--- config.mk ---
export PLATFORM = sky130hd
export DESIGN_NAME = canAcceptFilter
export DESIGN_NICKNAME = d
export VERILOG_FILES = /design/src/rtl/canFiltPkg.sv /design/src/rtl/canFiltCtrl.sv /design/src/rtl/canFiltSlot.sv /design/src/rtl/canFiltPrio.sv /design/src/rtl/canFiltDp.sv /design/src/rtl/canAcceptFilter.sv
export SDC_FILE = /design/constraint.sdc
export NUM_CORES = 1
export LEC_CHECK = 0
export BUFFER_PORTS_ARGS = -buffer_cell sky130_fd_sc_hd__buf_2
export CORE_MARGIN = 4
export CORE_UTILIZATION = 60
export CTS_CLUSTER_DIAMETER = 50
export DETAILED_ROUTE_END_ITERATION = 8
export PLACE_DENSITY_LB_ADDON = 0.25
export SLEW_MARGIN = 5
export SYNTH_ARGS = -nofsm -noshare
export SYNTH_HDL_FRONTEND = slang
export SYNTH_SLANG_ARGS = --single-unit
export TNS_END_PERCENT = 100
--- constraint.sdc ---
create_clock -name clk -period 2.55 [get_ports clk]
set_input_delay 0.51 -clock clk [delete_from_list [all_inputs] [get_ports clk]]
set_output_delay 0.51 -clock clk [all_outputs]
set_load 0.02 [all_outputs]
--- src/rtl/canFiltPkg.sv ---
package canFiltPkg;
  localparam int ID_W   = 29;
  localparam int STD_W  = 11;
  localparam int DATA_W = ID_W + 2;
  localparam int MASK_N = 3;

  localparam logic [ID_W-1:0] STD_WIN = {{STD_W{1'b1}}, {(ID_W-STD_W){1'b0}}};

  typedef struct packed {
    logic            en;
    logic            ide;
    logic [ID_W-1:0] id;
  } slotCfg_t;

  typedef struct packed {
    logic       capture;
    logic       bufWe;
    logic       maskWe;
    logic [1:0] maskIdx;
  } filtStrb_t;
endpackage

--- src/rtl/canFiltCtrl.sv ---
module canFiltCtrl
  import canFiltPkg::*;
#(
  parameter int NUM_BUF = 16,
  parameter int ADDR_W  = 5
) (
  input  logic              clk,
  input  logic              rstN,
  input  logic              wrEn,
  input  logic [ADDR_W-1:0] wrAddr,
  input  logic              idValid,
  output filtStrb_t         strb
);
  localparam logic [ADDR_W-1:0] MASK_BASE = ADDR_W'(NUM_BUF);
  localparam logic [ADDR_W-1:0] MASK_END  = ADDR_W'(NUM_BUF + MASK_N);

  always_comb begin
    strb.capture = idValid;
    strb.bufWe   = wrEn && (wrAddr < MASK_BASE);
    strb.maskWe  = wrEn && (wrAddr >= MASK_BASE) && (wrAddr < MASK_END);
    strb.maskIdx = 2'(wrAddr - MASK_BASE);
  end

  assert_strb_excl_R1: assert property (@(posedge clk) disable iff (!rstN)
    !(strb.bufWe && strb.maskWe));
  assert_mask_idx_R9: assert property (@(posedge clk) disable iff (!rstN)
    strb.maskWe |-> (strb.maskIdx != 2'd3));
endmodule

--- src/rtl/canFiltSlot.sv ---
module canFiltSlot
  import canFiltPkg::*;
(
  input  slotCfg_t        cfg,
  input  logic [ID_W-1:0] mask,
  input  logic [ID_W-1:0] frameId,
  input  logic            frameIde,
  output logic            hit
);
  logic [ID_W-1:0] effMask;
  logic [ID_W-1:0] diff;

  always_comb begin
    effMask = frameIde ? mask : (mask & STD_WIN);
    diff    = (frameId ^ cfg.id) & effMask;
    hit     = cfg.en && (cfg.ide == frameIde) && (diff == '0);
  end
endmodule

--- src/rtl/canFiltPrio.sv ---
module canFiltPrio #(
  parameter int N     = 16,
  parameter int IDX_W = 4
) (
  input  logic [N-1:0]     vec,
  output logic [IDX_W-1:0] idx,
  output logic             any
);
  always_comb begin
    idx = '0;
    for (int i = N - 1; i >= 0; i--) begin
      if (vec[i]) idx = IDX_W'(i);
    end
    any = |vec;
  end
endmodule

--- src/rtl/canFiltDp.sv ---
module canFiltDp
  import canFiltPkg::*;
#(
  parameter int NUM_BUF = 16,
  parameter int IDX_W   = 4
) (
  input  logic              clk,
  input  logic              rstN,
  input  filtStrb_t         strb,
  input  logic [IDX_W-1:0]  bufIdx,
  input  logic [DATA_W-1:0] wrData,
  input  logic [ID_W-1:0]   frameId,
  input  logic              frameIde,
  output logic [NUM_BUF-1:0] matchVec,
  output logic              hitValid,
  output logic [IDX_W-1:0]  hitIndex
);
  localparam int PRIV_BASE = NUM_BUF - 2;

  slotCfg_t        slotReg [NUM_BUF];
  logic [ID_W-1:0] globMask;
  logic [ID_W-1:0] privMask [2];

  logic [NUM_BUF-1:0] hitComb;
  logic [IDX_W-1:0]   idxComb;
  logic               anyComb;

  always_ff @(posedge clk or negedge rstN) begin
    if (!rstN) begin
      for (int i = 0; i < NUM_BUF; i++) slotReg[i] <= '0;
      globMask    <= '1;
      privMask[0] <= '1;
      privMask[1] <= '1;
    end else begin
      if (strb.bufWe) slotReg[bufIdx] <= slotCfg_t'(wrData);
      if (strb.maskWe) begin
        case (strb.maskIdx)
          2'd0:    globMask    <= wrData[ID_W-1:0];
          2'd1:    privMask[0] <= wrData[ID_W-1:0];
          2'd2:    privMask[1] <= wrData[ID_W-1:0];
          default: ;
        endcase
      end
    end
  end

  for (genvar g = 0; g < NUM_BUF; g++) begin : gSlot
    if (g >= PRIV_BASE) begin : gPriv
      canFiltSlot slot_i (
        .cfg(slotReg[g]), .mask(privMask[g - PRIV_BASE]),
        .frameId(frameId), .frameIde(frameIde), .hit(hitComb[g]));
    end else begin : gGlob
      canFiltSlot slot_i (
        .cfg(slotReg[g]), .mask(globMask),
        .frameId(frameId), .frameIde(frameIde), .hit(hitComb[g]));
    end

    assert_enable_R6: assert property (@(posedge clk) disable iff (!rstN)
      (strb.capture && !slotReg[g].en) |=> !matchVec[g]);
    assert_format_R6: assert property (@(posedge clk) disable iff (!rstN)
      (strb.capture && (slotReg[g].ide != frameIde)) |=> !matchVec[g]);
  end

  canFiltPrio #(.N(NUM_BUF), .IDX_W(IDX_W)) prio_i (
    .vec(hitComb), .idx(idxComb), .any(anyComb));

  always_ff @(posedge clk or negedge rstN) begin
    if (!rstN) begin
      matchVec <= '0;
      hitValid <= 1'b0;
      hitIndex <= '0;
    end else if (strb.capture) begin
      matchVec <= hitComb;
      hitValid <= anyComb;
      hitIndex <= idxComb;
    end
  end

  logic [NUM_BUF-1:0] belowHit;
  assign belowHit = (NUM_BUF'(1) << hitIndex) - NUM_BUF'(1);

  assert_lowest_R7: assert property (@(posedge clk) disable iff (!rstN)
    hitValid |-> (matchVec[hitIndex] && ((matchVec & belowHit) == '0)));
  assert_nomatch_R7: assert property (@(posedge clk) disable iff (!rstN)
    !hitValid |-> (matchVec == '0 && hitIndex == '0));
  assert_hold_R8: assert property (@(posedge clk) disable iff (!rstN)
    !strb.capture |=> ($stable(matchVec) && $stable(hitValid) && $stable(hitIndex)));
endmodule

--- src/rtl/canAcceptFilter.sv ---
module canAcceptFilter
  import canFiltPkg::*;
#(
  parameter int NUM_BUF = 16,
  parameter int ADDR_W  = $clog2(NUM_BUF + MASK_N),
  parameter int IDX_W   = $clog2(NUM_BUF)
) (
  input  logic               clk,
  input  logic               rstN,
  input  logic               wrEn,
  input  logic [ADDR_W-1:0]  wrAddr,
  input  logic [DATA_W-1:0]  wrData,
  input  logic               idValid,
  input  logic [ID_W-1:0]    frameId,
  input  logic               frameIde,
  output logic [NUM_BUF-1:0] matchVec,
  output logic               hitValid,
  output logic [IDX_W-1:0]   hitIndex
);
  filtStrb_t strb;

  canFiltCtrl #(.NUM_BUF(NUM_BUF), .ADDR_W(ADDR_W)) ctrl_i (
    .clk(clk), .rstN(rstN), .wrEn(wrEn), .wrAddr(wrAddr),
    .idValid(idValid), .strb(strb));

  canFiltDp #(.NUM_BUF(NUM_BUF), .IDX_W(IDX_W)) dp_i (
    .clk(clk), .rstN(rstN), .strb(strb), .bufIdx(wrAddr[IDX_W-1:0]),
    .wrData(wrData), .frameId(frameId), .frameIde(frameIde),
    .matchVec(matchVec), .hitValid(hitValid), .hitIndex(hitIndex));
endmodule

==> flow_metrics.env <==
export IMPL_drive_above_1_share=0.462
export IMPL_wl_per_cell_um=33.2
export IMPL_grt_overflow=0
export IMPL_routed_via_count=22236
export IMPL_clock_root_buffer="clkbuf_16"
export IMPL_worst_pin_slew_ps=829
export IMPL_yosys_warnings=0
export IMPL_grt_pass1_wl_um=164000
export IMPL_power_leakage_nw=16.6
export IMPL_cp_slowest_cell="a222oi_1"
export IMPL_route_detailed_drc=0
export IMPL_grt_start_max_net_pins=66
export IMPL_final_core_util=0.730
export IMPL_maxCapViolCount=0
export IMPL_io_buffers=90
export IMPL_finalPower_mw=30.6
export IMPL_numCtsBuffers=66
export IMPL_die_y_um=232
export IMPL_setup_viol=7
export IMPL_grt_total_usage=0.426
export IMPL_tns_ps=-2150
export IMPL_grt_pass1_vias=23198
export IMPL_yosys_area_share_simple=0.0402
export IMPL_synth_ff_type="dfrtp_1"
export IMPL_die_w_um=232
export IMPL_cp_top_family="compound AO/OA/AOI/OAI gates"
export IMPL_cp_common_cell="buf_4"
export IMPL_rsz0062_at_grt="yes"
export IMPL_cp_end_kind="flop"
export IMPL_core_mm2=0.0493
export IMPL_viasPerCell=6.51
export IMPL_synth_edff_count=0
export IMPL_h_tree_depth=3
export IMPL_fin_crit_sh=1.19
export IMPL_synthesis_area_mm2=0.0300
export IMPL_start_util=0.610
export IMPL_dr_pass1_iters=6
export IMPL_synthArstFlopShare=1.00
export IMPL_final_cell_mix="mux2_2, dfrtp_1, buf_4, xor2_1, xnor2_1"
export IMPL_status="finished with violations"
export IMPL_path_clk_slew_ps=60
export IMPL_slew_headroom=0.447
export IMPL_max_clock_path_buffers=3
export IMPL_start_kind="flop"
export IMPL_drt_iter0_drc=2612
export IMPL_final_common_cell="mux2_2"
export IMPL_dp_slack_ps=-884
export IMPL_hold_path_class="in2reg"
export IMPL_cts_sinks=604
export IMPL_nNetsFinal=2769
export IMPL_synth_top_family_by_area="multiplexers"
export IMPL_die_area_mm2=0.0537
export IMPL_power_density_mw_per_mm2=850
export IMPL_period_needed_ps=3050
export IMPL_finalHoldViolCount=0
export IMPL_ant_nets=0
export IMPL_failed_checks="setup timing"
export IMPL_tritoncts="done"
export IMPL_required_ps=3020
export IMPL_syn_avg_cell_area_um2=12.6
export IMPL_max_freq_mhz=328
export IMPL_cpPeakStageDelay_ps=540
export IMPL_synth_xor_area_frac=0.136
export IMPL_hpwl_um=79500
export IMPL_clk_latency_ps=610
export IMPL_ir_drop_mv=0.685
export IMPL_synthAdderAreaFrac=0
export IMPL_finalWirelength_um=113000
export IMPL_critPathBufInv=2
export IMPL_synth_area_mux_share=0.224
export IMPL_critPathArrivalTime_ps=3520
export IMPL_cp_max_fo=2
export IMPL_ys_seq_area_frac=0.507
export IMPL_num_rows=81
export IMPL_synth_cells=2386
export IMPL_clock_skew_ps=18.9
export IMPL_slew_violations=0
export IMPL_antenna_found_initial=5
export IMPL_gp_congestion=1.05
export IMPL_worst_slack_ps=-496
export IMPL_synthesis_nets=2456
export IMPL_synth_compound_area_frac=0.0621
export IMPL_synth_cell_types=54
export IMPL_critPathKind="reg2reg"
export IMPL_io_pins=91
export IMPL_crit_chain="xor2_1 > a222oi_1 > buf_4 > nand4_1 > buf_4 > a2111o_1 > a2111oi_2 > o41ai_1 > a211oi_1 > o22ai_1"
export IMPL_syn_to_final_growth_pct=19.7
export IMPL_ys_seq_elements=604
## logic make-up (layout without fill, tap and decap cells)
family | count (synthesis) | after routing
XOR/XNOR | 466 | 466
AO/OA/AOI/OAI | 250 | 250
flip-flops | 604 | 604
AND/OR/NAND/NOR | 246 | 246
buffers and inverters | 222 | 585
other | 0 | 1
multiplexers | 598 | 598
## cell usage after synthesis (18+ instances only)
library cell	count	area, um2
and2_1	18	113
buf_2	64	320
nand3_1	25	125
a221oi_1	24	210
buf_1	25	93.8
xnor2_1	156	1370
dfrtp_1	517	12900
nand2_1	90	338
dfstp_2	87	2290
clkbuf_1	115	432
nand4_1	26	163
o22ai_1	52	325
nor2_1	36	135
xor2_1	310	2720
o21ai_0	26	130
a22oi_1	53	398
mux2_2	590	6640
## sequential cells by signal (all words and copies together), names as in the netlist
register,cells
dp_i.globMask,29
dp_i.hitIndex,4
dp_i.hitValid,1
dp_i.matchVec,16
dp_i.privMask,58
dp_i.slotReg,496
## per-stage QoR
stage / hold WS (ps) / instances / area (um2)
after floorplan: 214 / 2386 / 30100
after global routing: 268 / 3413 / 35900
after global placement: 469 / 3292 / 33700
after CTS: 245 / 3413 / 35900
after detailed placement: 493 / 3292 / 33700
final: 269 / 3414 / 35900
## tightest hold or removal path: stages
cell,delay (ps)
buf_2,90
inv_1,80
o2bb2ai_1,140
## cell type report
cell class	instances	area, um2
flip-flops and latches	604	15200
clock buffers	102	1970
clock inverters	16	130
repair buffers	453	3680
fillers	3382	13300
inverters	14	52.6
well taps	664	831
diodes	1	2.50
multi-input cells	1560	14100
## path summary, 6_finish.rpt
check | from | end | slack [ps] | depth (start not counted)
hold reg to reg | dp_i.matchVec[13] | dp_i.matchVec[13] | 500 | 1
setup reg to reg | dp_i.slotReg[55] | dp_i.hitIndex[0] | -500 | 10
setup / recovery | dp_i.slotReg[55] | dp_i.hitIndex[0] | -500 | 10
hold / removal | idValid | dp_i.hitIndex[2] | 270 | 3
min in group asynchronous | rstN | dp_i.slotReg[19] | 540 | 2
max in group asynchronous | rstN | dp_i.privMask[34] | 1090 | 3
## where the power goes
part           leakage [nW]  internal (mW)  switching [mW]
registers              7.54           11.6            1.44
logic                  8.02           3.87            4.26
clock network          1.02           5.43            3.93
total                  16.6           20.9            9.63
## layer usage
layer / up-vias / part of all wire / global-route usage
met5: - / 0.00031 / 0
met4: 6 / 0.060 / 0.204
met3: 352 / 0.10 / 0.110
met2: 1284 / 0.45 / 0.648
met1: 11557 / 0.39 / 0.575
li1: 9037 / - / -
## what timing repair did
action / in CTS / in global routing
setup buffers: 2 / 3
resized for setup: 12 / 15
endpoints found under the setup margin: 7 / 10
hold endpoints to repair: 16 / 0
hold buffers: 1 / 0
pin swaps: 3 / 10
Power figures use the tool's default switching activity.
